`src/rtl/nsb_pkg.sv`:
```
package nsb_pkg;

  typedef enum logic [1:0] {
    PH_IDLE  = 2'd0,
    PH_READ  = 2'd1,
    PH_WRITE = 2'd2,
    PH_HOLD  = 2'd3
  } nsb_phase_e;

endpackage

```
`src/rtl/nsb_sync.sv`:
```
module nsb_sync #(
  parameter int              W       = 3,
  parameter int              STAGES  = 2,
  parameter logic [W-1:0]    RST_VAL = '1
) (
  input  logic         clk,
  input  logic         rst_n,
  input  logic [W-1:0] d,
  output logic [W-1:0] q,
  output logic [W-1:0] fall
);

  logic [W-1:0] st [STAGES];
  logic [W-1:0] prev;

  generate
    for (genvar gi = 0; gi < STAGES; gi++) begin : g_stage
      if (gi == 0) begin : g_first
        always_ff @(posedge clk or negedge rst_n) begin
          if (!rst_n) st[0] <= RST_VAL;
          else        st[0] <= d;
        end
      end else begin : g_next
        always_ff @(posedge clk or negedge rst_n) begin
          if (!rst_n) st[gi] <= RST_VAL;
          else        st[gi] <= st[gi-1];
        end
      end
    end
  endgenerate

  always_ff @(posedge clk or negedge rst_n) begin
    if (!rst_n) prev <= RST_VAL;
    else        prev <= st[STAGES-1];
  end

  assign q    = st[STAGES-1];
  assign fall = prev & ~st[STAGES-1];

endmodule

```
`src/rtl/nsb_ptr.sv`:
```
module nsb_ptr #(
  parameter int NIB_W   = 4,
  parameter int NIBBLES = 6,
  localparam int ADDR_W = NIB_W * NIBBLES
) (
  input  logic              clk,
  input  logic              rst_n,
  input  logic              shift_en,
  input  logic [NIB_W-1:0]  nib,
  input  logic              inc_en,
  output logic [ADDR_W-1:0] ptr
);

  function automatic logic [ADDR_W-1:0] slice_in(input logic [ADDR_W-1:0] cur,
                                                 input logic [NIB_W-1:0]  n);
    return {cur[ADDR_W-NIB_W-1:0], n};
  endfunction

  function automatic logic [ADDR_W-1:0] step(input logic [ADDR_W-1:0] cur);
    return cur + ADDR_W'(1);
  endfunction

  always_ff @(posedge clk or negedge rst_n) begin
    if (!rst_n)        ptr <= '0;
    else if (shift_en) ptr <= slice_in(ptr, nib);
    else if (inc_en)   ptr <= step(ptr);
  end

endmodule

```
`src/rtl/nsb_seq.sv`:
```
module nsb_seq
  import nsb_pkg::*;
#(
  parameter int ADDR_W = 24
) (
  input  logic              clk,
  input  logic              rst_n,
  input  logic              sel_s,
  input  logic              rd_s,
  input  logic              wr_s,
  input  logic              rd_fall,
  input  logic              wr_fall,
  input  logic [7:0]        host_byte,
  input  logic [ADDR_W-1:0] ptr,
  output logic              ev_rd,
  output logic              ev_wr,
  output logic              ev_nib,
  output logic [ADDR_W-1:0] acc_addr,
  output logic [7:0]        wr_byte,
  output logic              ce_n,
  output logic              oe_n,
  output logic              we_n,
  output logic              dq_oe
);

  nsb_phase_e phase, phase_nx;
  logic       idle;

  assign idle   = (phase == PH_IDLE);
  assign ev_nib = idle & wr_fall & sel_s;
  assign ev_wr  = idle & wr_fall & ~sel_s;
  assign ev_rd  = idle & rd_fall & ~wr_fall & ~sel_s;

  always_comb begin
    phase_nx = phase;
    unique case (phase)
      PH_IDLE:  if (ev_wr) phase_nx = PH_WRITE;
                else if (ev_rd) phase_nx = PH_READ;
      PH_READ:  if (rd_s) phase_nx = PH_IDLE;
      PH_WRITE: if (wr_s) phase_nx = PH_HOLD;
      PH_HOLD:  phase_nx = PH_IDLE;
      default:  phase_nx = PH_IDLE;
    endcase
  end

  always_ff @(posedge clk or negedge rst_n) begin
    if (!rst_n) begin
      phase    <= PH_IDLE;
      acc_addr <= '0;
      wr_byte  <= '0;
    end else begin
      phase <= phase_nx;
      if (ev_rd || ev_wr) acc_addr <= ptr;
      if (ev_wr)          wr_byte  <= host_byte;
    end
  end

  assign ce_n  = idle;
  assign oe_n  = (phase != PH_READ);
  assign we_n  = (phase != PH_WRITE);
  assign dq_oe = (phase == PH_WRITE) || (phase == PH_HOLD);

endmodule

```
`src/rtl/nsb_sram_bridge.sv`:
```
module nsb_sram_bridge #(
  parameter int NIB_W       = 4,
  parameter int NIBBLES     = 6,
  parameter int SYNC_STAGES = 2,
  localparam int ADDR_W     = NIB_W * NIBBLES
) (
  input  logic              clk,
  input  logic              rst_n,
  input  logic              host_sel,
  input  logic              host_rd_n,
  input  logic              host_wr_n,
  input  logic [7:0]        host_d_i,
  output logic [7:0]        host_d_o,
  output logic              host_d_oe,
  output logic [ADDR_W-1:0] sram_a,
  input  logic [7:0]        sram_dq_i,
  output logic [7:0]        sram_dq_o,
  output logic              sram_dq_oe,
  output logic              sram_ce_n,
  output logic              sram_oe_n,
  output logic              sram_we_n
);

  logic [2:0]        raw_v, sync_v, fall_v;
  logic              sel_s, rd_s, wr_s, rd_fall, wr_fall;
  logic              ev_rd, ev_wr, ev_nib;
  logic [ADDR_W-1:0] ptr;

  assign raw_v   = {host_sel, host_wr_n, host_rd_n};
  assign sel_s   = sync_v[2];
  assign wr_s    = sync_v[1];
  assign rd_s    = sync_v[0];
  assign wr_fall = fall_v[1];
  assign rd_fall = fall_v[0];

  nsb_sync #(.W(3), .STAGES(SYNC_STAGES), .RST_VAL(3'b111)) u_sync (
    .clk  (clk),
    .rst_n(rst_n),
    .d    (raw_v),
    .q    (sync_v),
    .fall (fall_v)
  );

  nsb_ptr #(.NIB_W(NIB_W), .NIBBLES(NIBBLES)) u_ptr (
    .clk     (clk),
    .rst_n   (rst_n),
    .shift_en(ev_nib),
    .nib     (host_d_i[NIB_W-1:0]),
    .inc_en  (ev_rd | ev_wr),
    .ptr     (ptr)
  );

  nsb_seq #(.ADDR_W(ADDR_W)) u_seq (
    .clk      (clk),
    .rst_n    (rst_n),
    .sel_s    (sel_s),
    .rd_s     (rd_s),
    .wr_s     (wr_s),
    .rd_fall  (rd_fall),
    .wr_fall  (wr_fall),
    .host_byte(host_d_i),
    .ptr      (ptr),
    .ev_rd    (ev_rd),
    .ev_wr    (ev_wr),
    .ev_nib   (ev_nib),
    .acc_addr (sram_a),
    .wr_byte  (sram_dq_o),
    .ce_n     (sram_ce_n),
    .oe_n     (sram_oe_n),
    .we_n     (sram_we_n),
    .dq_oe    (sram_dq_oe)
  );

  assign host_d_oe = ~host_rd_n & ~host_sel;
  assign host_d_o  = sram_dq_i;

endmodule

```
`config.mk`:
```
export PLATFORM = sky130hd
export DESIGN_NAME = nsb_sram_bridge
export DESIGN_NICKNAME = d
export VERILOG_FILES = /design/src/rtl/nsb_pkg.sv /design/src/rtl/nsb_sync.sv /design/src/rtl/nsb_ptr.sv /design/src/rtl/nsb_seq.sv /design/src/rtl/nsb_sram_bridge.sv
export SDC_FILE = /design/constraint.sdc
export NUM_CORES = 1
export LEC_CHECK = 0
export ABC_AREA = 0
export BUFFER_PORTS_ARGS = -buffer_cell sky130_fd_sc_hd__buf_4
export CAP_MARGIN = 15
export CORE_ASPECT_RATIO = 0.5
export CORE_UTILIZATION = 45
export DETAILED_ROUTE_END_ITERATION = 8
export PLACE_DENSITY = 0.74
export SLEW_MARGIN = 40
export SYNTH_ARGS = -nofsm -noshare
export SYNTH_HDL_FRONTEND = slang
export SYNTH_SLANG_ARGS = --single-unit
```
`constraint.sdc`:
```
create_clock -name clk -period 5.9 [get_ports clk]
set_input_delay 0.59 -clock clk [delete_from_list [all_inputs] [get_ports clk]]
set_output_delay 0.59 -clock clk [all_outputs]
set_load 0.05 [all_outputs]
```
==> flow_summary.json, run 1 <==
{
  "cp.required_ns": 6.12,
  "cts_hold_buf": 0,
  "via_per_inst": 5.631,
  "vdd_drop_max_uv": 302.9,
  "start_util_pct": 48.70,
  "crit_type": "register to register",
  "fmax_mhz": 426.7,
  "placed_cell_area_um2": 3431,
  "wl_met3_um": 537,
  "postCtsSetupBuffers": 0,
  "synth_top_area_share_pct": 47.08,
  "post-route-period-util_pct": 39.72,
  "cellLeakagePower_nw": 1.727,
  "fin_nets": 381,
  "reg2reg_slack_ns": 3.56,
  "finalHoldViolations": 0,
  "synth_cells": 325,
  "setup_violations": 0,
  "grt_max_degree": 67,
  "final_area_um2": 3701,
  "cts_max_level": 3,
  "avgSynthCellArea_um2": 9.486,
  "crit_path_max_fanout": 22,
  "ys_seq_area_share_pct": 53.90,
  "fill_cells": 542,
  "final_util_pct": 58.46,
  "postRouteAntennaNets": 0,
  "yosysTopAreaCell": "dfrtp_1",
  "place_congestion": 0.8091,
  "final_max_slew_viol_count": 0,
  "synth_area_leaders": "dfrtp_1 (47%), nand2_1 (12%), dfstp_2 (6.8%), mux2_2 (2.9%), o21ai_0 (2.8%)",
  "diodes": 0,
  "grt_pass1_vias": 2343,
  "cp_data_arrival_time_ns": 2.56,
  "cts_resized": 0,
  "core_um2": 6331,
  "synth.distinct_cells": 44,
  "wl_met1_um": 3190,
  "status": "complete, no violations",
  "final_common_cell": "nand2_1",
  "rsz0062_at_grt": "no",
  "dp_hpwl_um": 4608,
  "path_clk_slew_ns": 0.05,
  "crit_path_end_kind": "register",
  "maxSlewHeadroom_pct": 59.99,
  "synth_nets": 347,
  "gr-total-overflow": 0,
  "route.top_layer_used": "met4",
  "wl_met2_um": 3043,
  "tns_ns": 0,
  "hold_path_class": "primary input to async pin",
  "fin_crit_ns": 2.343,
  "num_vias": 2545,
  "reg2reg_depth": 5,
  "fp.dieW_um": 119.1,
  "grt_pass1_wl_um": 11260,
  "drv_cap": 0,
  "yosys_warnings": 0,
  "layout_common_cells": "nand2_1 (99), dfrtp_1 (58), buf_4 (51)",
  "pwr_density_cell_nw_per_um2": 585.3,
  "dieArea_um2": 7206,
  "ys_ff_latch": 66,
  "fin_skew_ns": 0.006379,
  "async_reset_ff_share_pct": 100.0,
  "die_height_um": 60.53,
  "cts_sinks": 66,
  "worstReg2RegEnd": "u_ptr.ptr[7]$_DFFE_PN0P_",
  "synth_edf_count": 0,
  "start_kind": "register",
  "drt_wl_total_um": 6887,
  "netlist_area_um2": 3083,
  "drcViolationCount": 0,
  "clockBufferDepth": 2,
  "area_growth_pct": 20.05,
  "r2r_start": "u_sync.q[1]$_DFF_PN1_",
  "ys.flop_type": "dfrtp_1",
  "clk_latency_ns": 0.33,
  "wl_per_cell_um": 15.24,
  "port_buffers": 49,
  "cts-root-buf": "clkbuf_16",
  "grt_antenna_before_repair": 0,
  "io-pin-count": 66,
  "firstDrtPassIters": 5,
  "holdWs_ns": 0.2435,
  "core.rowCount": 20,
  "track_usage_pct": 20.79,
  "tritoncts": "yes",
  "worst_pin_slew_ns": 0.6001,
  "drt_iter0_drc": 249,
  "cts_buffers": 9,
  "final_layout_size_suffix_gt1_share_pct": 24.73
}
==> sequential cells by signal (all words and copies together), names as in the netlist <==
signal,cells
u_sync.q,3
u_seq.phase,2
u_ptr.ptr,24
u_seq.acc_addr,24
u_sync.st,3
u_sync.prev,2
u_seq.wr_byte,8
==> worst max-delay path, stage by stage (launching register included) <==
cell and delay (ns):
dfstp_2 0.54, or4b_1 0.33, a21o_1 0.56, buf_4 0.36
o21ai_0 0.13, a221o_1 0.30
==> synth_stat cells, types with 7 or more instances <==
| cell | number |
|---|---|
| dfstp_2 | 8 |
| nand3_1 | 11 |
| o311ai_1 | 9 |
| a31oi_1 | 10 |
| inv_1 | 7 |
| clkbuf_1 | 9 |
| mux2_2 | 8 |
| o21ai_0 | 17 |
| nand2_1 | 99 |
| buf_2 | 10 |
| dfrtp_1 | 58 |
| nor2_1 | 12 |
| buf_4 | 9 |
==> worst max-delay path by stage <==
stage / slack (ns) / end / startpoint
global route: 3.38 / u_ptr.ptr[7]$_DFFE_PN0P_ / u_sync.q[1]$_DFF_PN1_
CTS: 3.56 / u_ptr.ptr[7]$_DFFE_PN0P_ / u_sync.q[1]$_DFF_PN1_
floorplan: 3.85 / u_ptr.ptr[1]$_DFFE_PN0P_ / u_seq.phase[1]$_DFFE_PN0P_
finish: 3.56 / u_ptr.ptr[7]$_DFFE_PN0P_ / u_sync.q[1]$_DFF_PN1_
global placement: 3.64 / u_ptr.ptr[7]$_DFFE_PN0P_ / u_sync.q[1]$_DFF_PN1_
detailed placement: 3.57 / u_ptr.ptr[7]$_DFFE_PN0P_ / u_sync.q[1]$_DFF_PN1_
==> per-stage QoR <==
stage	setup slack, ns	std cells	power, mW
2_1_floorplan	3.854	325	1.428
3_3_place_gp	3.636	436	1.670
3_5_place_dp	3.571	436	1.696
4_1_cts	3.562	452	2.180
5_1_grt	3.381	452	2.277
6_report	3.557	452	2.166
==> area by class of cell <==
cell class	count	area, um^2	share of cell area, %
Clock buffer	14	254.0	6.863
Clock inverter	2	12.51	0.3381
Inverter	7	26.28	0.7099
Multi-Input combinational cell	223	1242	33.57
Sequential cell	66	1662	44.90
Tap cell	88	110.1	2.975
Timing Repair Buffer	52	394.1	10.65
==> power breakdown <==
group | total, mW | internal [mW] | switching [mW]
clock network | 0.474 | 0.295 | 0.179
logic | 0.874 | 0.272 | 0.603
registers | 0.817 | 0.626 | 0.192
==> metal layers <==
| layer | track usage, % | vias to the layer above |
|---|---|---|
| met2 | 32.06 | 122 |
| met3 | 7.895 | 14 |
| met4 | 9.765 | 0 |
| met5 | 0 | - |
| li1 | - | 1207 |
| met1 | 26.55 | 1202 |
==> cells by family (layout without fill, tap and decap cells) <==
logic type,count (synthesis),after routing,synth area share (%)
flops,66,66,53.90
simple gates,150,150,22.16
mux,8,8,2.922
fa+ha+maj,1,1,0.4058
compound gates,64,64,14.73
buf+inv,36,75,5.885
Power figures use the tool's default switching activity.
==> run 2: changes to the inputs <==
==> constraint.sdc (replaced) <==
create_clock -name clk -period 2.25 [get_ports clk]
set_input_delay 0.225 -clock clk [delete_from_list [all_inputs] [get_ports clk]]
set_output_delay 0.225 -clock clk [all_outputs]
set_load 0.05 [all_outputs]
==> flow_summary.json, run 2 (same netlist as run 1, synthesis figures left out) <==
{
  "status": "complete, no violations",
  "cts_sinks": 66,
  "drcViolationCount": 0,
  "reg2reg_depth": 6,
  "fin_crit_ns": 2.137,
  "cp_data_arrival_time_ns": 2.38,
  "cp.required_ns": 2.49,
  "setup_violations": 0,
  "total_power_mw": 5.980,
  "vdd_drop_max_uv": 1123,
  "cts-root-buf": "clkbuf_16",
  "final_util_pct": 60.77,
  "finalHoldViolations": 0,
  "pwr_density_cell_nw_per_um2": 1554,
  "fmax_mhz": 468.0,
  "postRouteAntennaNets": 0,
  "rsz0062_at_grt": "no",
  "grt_pass1_vias": 2452,
  "drt_iter0_drc": 235,
  "crit_type": "register to register",
  "gr-total-overflow": 0,
  "diodes": 0,
  "final_layout_size_suffix_gt1_share_pct": 27.01,
  "place_congestion": 0.8271,
  "post-route-period-util_pct": 94.97,
  "crit_chain": "or4b_1 > buf_4 > o21ai_4 > nand3_2 > or4_1 > o211ai_1",
  "clk_latency_ns": 0.33,
  "fill_cells": 539,
  "grt_max_degree": 67,
  "worstReg2RegEnd": "u_ptr.ptr[23]$_DFFE_PN0P_",
  "port_buffers": 49,
  "worstHoldStart": "host_sel",
  "final_max_slew_viol_count": 0,
  "dp_hpwl_um": 4732,
  "via_per_inst": 5.652,
  "start_util_pct": 48.70,
  "fin_nets": 391,
  "grt_pass1_wl_um": 11820,
  "max_stage_delay_ns": 0.54,
  "dieArea_um2": 7206,
  "finalNonFillerCells": 462,
  "maxSlewHeadroom_pct": 58.81,
  "dp.cells": 442,
  "layout_common_cells": "nand2_1 (99), buf_4 (58), dfrtp_1 (58)",
  "crit_path_end_kind": "register",
  "drv_cap": 0,
  "num_vias": 2611,
  "hold_path_class": "primary input to register",
  "clockBufferDepth": 2,
  "drt_wl_total_um": 7094,
  "slowest_stage": "or4b_1",
  "track_usage_pct": 21.31,
  "final_common_cell": "nand2_1",
  "fp.dieW_um": 119.1,
  "cts_resized": 0,
  "tns_ns": 0,
  "final_area_um2": 3847,
  "start_kind": "register",
  "grt_antenna_before_repair": 0,
  "reg2reg_slack_ns": 0.11,
  "placed_cell_area_um2": 3488,
  "worst_pin_slew_ns": 0.6171,
  "core_um2": 6331,
  "min_path_cells": 1,
  "io-pin-count": 66,
  "r2r_start": "u_sync.prev[1]$_DFF_PN1_",
  "cts_max_level": 3,
  "min_to": "u_sync.st[5]$_DFF_PN1_",
  "die_height_um": 60.53,
  "crit_path_max_fanout": 10,
  "path_clk_slew_ns": 0.05,
  "fin_skew_ns": 0.002983,
  "core.rowCount": 20,
  "cts_buffers": 9,
  "area_growth_pct": 24.80,
  "tritoncts": "yes",
  "firstDrtPassIters": 4,
  "reg.largest.list": "u_ptr.ptr (24), u_seq.acc_addr (24), u_seq.wr_byte (8)",
  "wl_per_cell_um": 15.35,
  "cellLeakagePower_nw": 1.807
}
run 2: cell types whose count changed in the layout (fill, tap and decap cells not counted), sizes merged:
| cell | previous run | this run |
|---|---|---|
| buf | 52 | 60 |
| bufinv | 0 | 2 |
| clkbuf | 14 | 11 |
| clkinv | 1 | 2 |
| dlygate4sd3 | 0 | 2 |
run 2: final cells by class:
cell class	instances	area (um^2)	area share (%)
timing repair buffer	62	486.7	12.65
sequential	66	1662	43.19
clock inverter	5	77.57	2.016
multi-input combinational	223	1242	32.29
inverter	7	26.28	0.6829
tap	88	110.1	2.862
clock buffer	11	242.7	6.309
run 2: report_power, final:
group	switching (mW)	total, mW	internal [mW]	leakage [nW]
sequential	0.489	2.13	1.64	0.842
combinational	1.61	2.36	0.747	0.809
clock	0.499	1.49	0.995	0.156
total	2.60	5.98	3.38	1.81
run 2: critical path: cells and delay by family (launching register included):
family	cells	cell delay, ns
AOI/OAI and AO/OA	2	0.25
buffers and inverters	1	0.20
DFF	1	0.52
and+or+nand+nor	3	1.08
run 2: worst max-delay path by stage:
| stage | start | to | slack (ns) |
|---|---|---|---|
| after floorplan | u_seq.phase[1]$_DFFE_PN0P_ | u_ptr.ptr[1]$_DFFE_PN0P_ | 0.20 |
| after global placement | u_sync.prev[1]$_DFF_PN1_ | u_ptr.ptr[23]$_DFFE_PN0P_ | 0.21 |
| after detailed placement | u_seq.phase[1]$_DFFE_PN0P_ | u_ptr.ptr[23]$_DFFE_PN0P_ | 0.15 |
| after CTS | u_seq.phase[1]$_DFFE_PN0P_ | u_ptr.ptr[23]$_DFFE_PN0P_ | 0.13 |
| after global routing | u_seq.phase[1]$_DFFE_PN0P_ | u_ptr.ptr[23]$_DFFE_PN0P_ | 0.01 |
| final | u_sync.prev[1]$_DFF_PN1_ | u_ptr.ptr[23]$_DFFE_PN0P_ | 0.11 |
run 2: per-layer routing:
layer	vias to the layer above	wire (um)	GRT usage [%]
li1	1224	-	-
met3	12	554	6.767
met1	1273	3226	27.20
met4	0	77	8.318
met5	-	0	0
met2	102	3236	34.80
run 2: per-stage QoR:
stage	setup WS (ns)	hold WS [ns]
3_3_place_gp	0.2140	0.3368
2_1_floorplan	0.2042	-0.07059
6_report	0.1132	0.01258
5_1_grt	0.01499	0.005685
3_5_place_dp	0.1535	0.3408
4_1_cts	0.1332	0.001256
run 2: what timing repair did:
action | 4_1_cts | 5_1_grt
hold endpoints to repair | 1 | 58
setup buffers | 0 | 2
setup endpoints to repair | 0 | 1
hold buffers | 1 | 1
==> run 3: changes to the inputs <==
--- a/config.mk
+++ b/config.mk
@@ -11,7 +11,7 @@
 export CORE_ASPECT_RATIO = 0.5
 export CORE_UTILIZATION = 45
 export DETAILED_ROUTE_END_ITERATION = 8
-export PLACE_DENSITY = 0.74
+export PLACE_DENSITY = 0.77
 export SLEW_MARGIN = 40
 export SYNTH_ARGS = -nofsm -noshare
 export SYNTH_HDL_FRONTEND = slang
==> constraint.sdc (replaced) <==
create_clock -name clk -period 1.8 [get_ports clk]
set_input_delay 0.18 -clock clk [delete_from_list [all_inputs] [get_ports clk]]
set_output_delay 0.18 -clock clk [all_outputs]
set_load 0.05 [all_outputs]
==> flow_summary.json, run 3 (same netlist as run 1, synthesis figures left out) <==
{
  "status": "finished with violations",
  "violations": "negative setup slack",
  "num_vias": 2900,
  "crit_type": "register to register",
  "dp_hpwl_um": 5242,
  "regArea_um2": 1663,
  "layout_common_cells": "nand2_1 (93), buf_4 (86), dfrtp_1 (57)",
  "clk_latency_ns": 0.34,
  "multiInputGateArea_um2": 1341,
  "finalHoldViolations": 0,
  "r2r_start": "u_sync.prev[0]$_DFF_PN1_",
  "drv_cap": 0,
  "tns_ns": -2.341,
  "die_height_um": 60.53,
  "start_util_pct": 48.70,
  "cts_max_level": 3,
  "rsz0062_at_grt": "yes",
  "postRouteAntennaNets": 0,
  "cp_data_arrival_time_ns": 2.22,
  "fin_nets": 437,
  "place_congestion": 0.8494,
  "worst_pin_slew_ns": 0.6568,
  "via_per_inst": 5.709,
  "fin_crit_ns": 1.976,
  "final_max_slew_viol_count": 0,
  "cts_buffers": 9,
  "grt_antenna_before_repair": 0,
  "path_clk_slew_ns": 0.06,
  "dieArea_um2": 7206,
  "reg.largest.list": "u_ptr.ptr (24), u_seq.acc_addr (24), u_seq.wr_byte (8)",
  "diodes": 0,
  "firstDrtPassIters": 5,
  "grt_max_degree": 67,
  "post-route-period-util_pct": 109.8,
  "drt_wl_total_um": 8598,
  "area_growth_pct": 42.13,
  "fp.dieW_um": 119.1,
  "pwr_density_cell_nw_per_um2": 1891,
  "grt_pass1_wl_um": 13640,
  "drcViolationCount": 0,
  "core.rowCount": 20,
  "crit_path_end_kind": "register",
  "setup_violations": 35,
  "cellLeakagePower_nw": 2.070,
  "cts-root-buf": "clkbuf_16",
  "tritoncts": "yes",
  "wl_per_cell_um": 16.93,
  "start_kind": "register",
  "cp.required_ns": 2.05,
  "track_usage_pct": 24.96,
  "clockBufferDepth": 2,
  "fin_skew_ns": 0.008582,
  "port_buffers": 49,
  "cp-startpoint": "u_sync.prev[0]$_DFF_PN1_",
  "maxSlewHeadroom_pct": 56.17,
  "final_layout_size_suffix_gt1_share_pct": 40.00,
  "fmax_mhz": 506.0,
  "drt_iter0_drc": 179,
  "final_util_pct": 69.21,
  "fill_cells": 451,
  "io-pin-count": 66,
  "hold_path_class": "primary input to register",
  "reg2reg_slack_ns": -0.18,
  "grt_pass1_vias": 2821,
  "vdd_drop_max_uv": 1123,
  "core_um2": 6331,
  "crit_path_max_fanout": 5,
  "setup_slack_ns": -0.1764,
  "cts_sinks": 66,
  "gr-total-overflow": 0,
  "final_common_cell": "nand2_1",
  "worstHoldStart": "host_d_i[3]"
}
run 3: cell count changes in the layout (fill, tap and decap cells not counted), sizes merged:
| cell | delta |
|---|---|
| buf | +44 |
| dlygate4sd3 | +2 |
| bufinv | +1 |
| clkbuf | -1 |
| clkinv | -1 |
| clkinvlp | +1 |
run 3: what timing repair did:
action | 4_1_cts | 5_1_grt
gates resized for setup | 19 | 28
pin swaps | 3 | 4
setup buffers | 8 | 2
hold buffers | 4 | 0
endpoints found under the setup margin | 54 | 52
hold endpoints to repair | 61 | 0
cloned | 0 | 1
run 3: final timing paths:
kind,endpoint,cells after the start
min,u_ptr.ptr[3]$_DFFE_PN0P_,3
min in group asynchronous,u_seq.acc_addr[4]$_DFFE_PN0P_,2
max in group asynchronous,u_seq.phase[0]$_DFFE_PN0P_,2
min reg2reg,u_sync.q[1]$_DFF_PN1_,0
max,u_ptr.ptr[23]$_DFFE_PN0P_,5
max reg2reg,u_ptr.ptr[23]$_DFFE_PN0P_,5
run 3: routing by layer:
metal  global-route usage [%]  wire, um
met1                    30.74      3691
met2                    41.11      4116
met3                    8.365       635
met4                    11.57       154
met5                        0         0
run 3: cell type report:
class / instances / share of cell area (%)
flip-flops and latches: 66 / 37.95
multi-input cells: 223 / 30.61
repair buffers: 108 / 20.27
clock buffers: 10 / 5.454
clock inverters: 6 / 2.599
well taps: 88 / 2.513
inverters: 7 / 0.5997
run 3: where the power goes:
group	leakage (nW)	switching, mW	internal, mW	total (mW)
registers	0.841	0.427	2.05	2.48
logic	1.06	2.42	1.34	3.75
clock network	0.165	0.663	1.39	2.05
total	2.07	3.51	4.78	8.29
run 3: per-stage QoR:
step | power [mW] | worst slack [ns] | cell area [um^2] | instances | hold slack [ns]
global placement | 5.846 | -0.1295 | 3744 | 477 | 0.2923
finish | 8.287 | -0.1764 | 4382 | 508 | 0.06871
detailed placement | 5.958 | -0.1811 | 3746 | 477 | 0.2894
floorplan | 4.690 | -0.05620 | 3090 | 325 | -0.1156
global route | 8.635 | -0.2903 | 4382 | 508 | 0.07657
CTS | 8.139 | -0.1280 | 4270 | 505 | 0.05977
run 3: worst max-delay path: stages (launching register included):
cell and delay, ns:
dfstp_2 0.52, or4b_4 0.51, o21ai_4 0.22, nand3_2 0.10
or4_4 0.42, o211ai_1 0.11
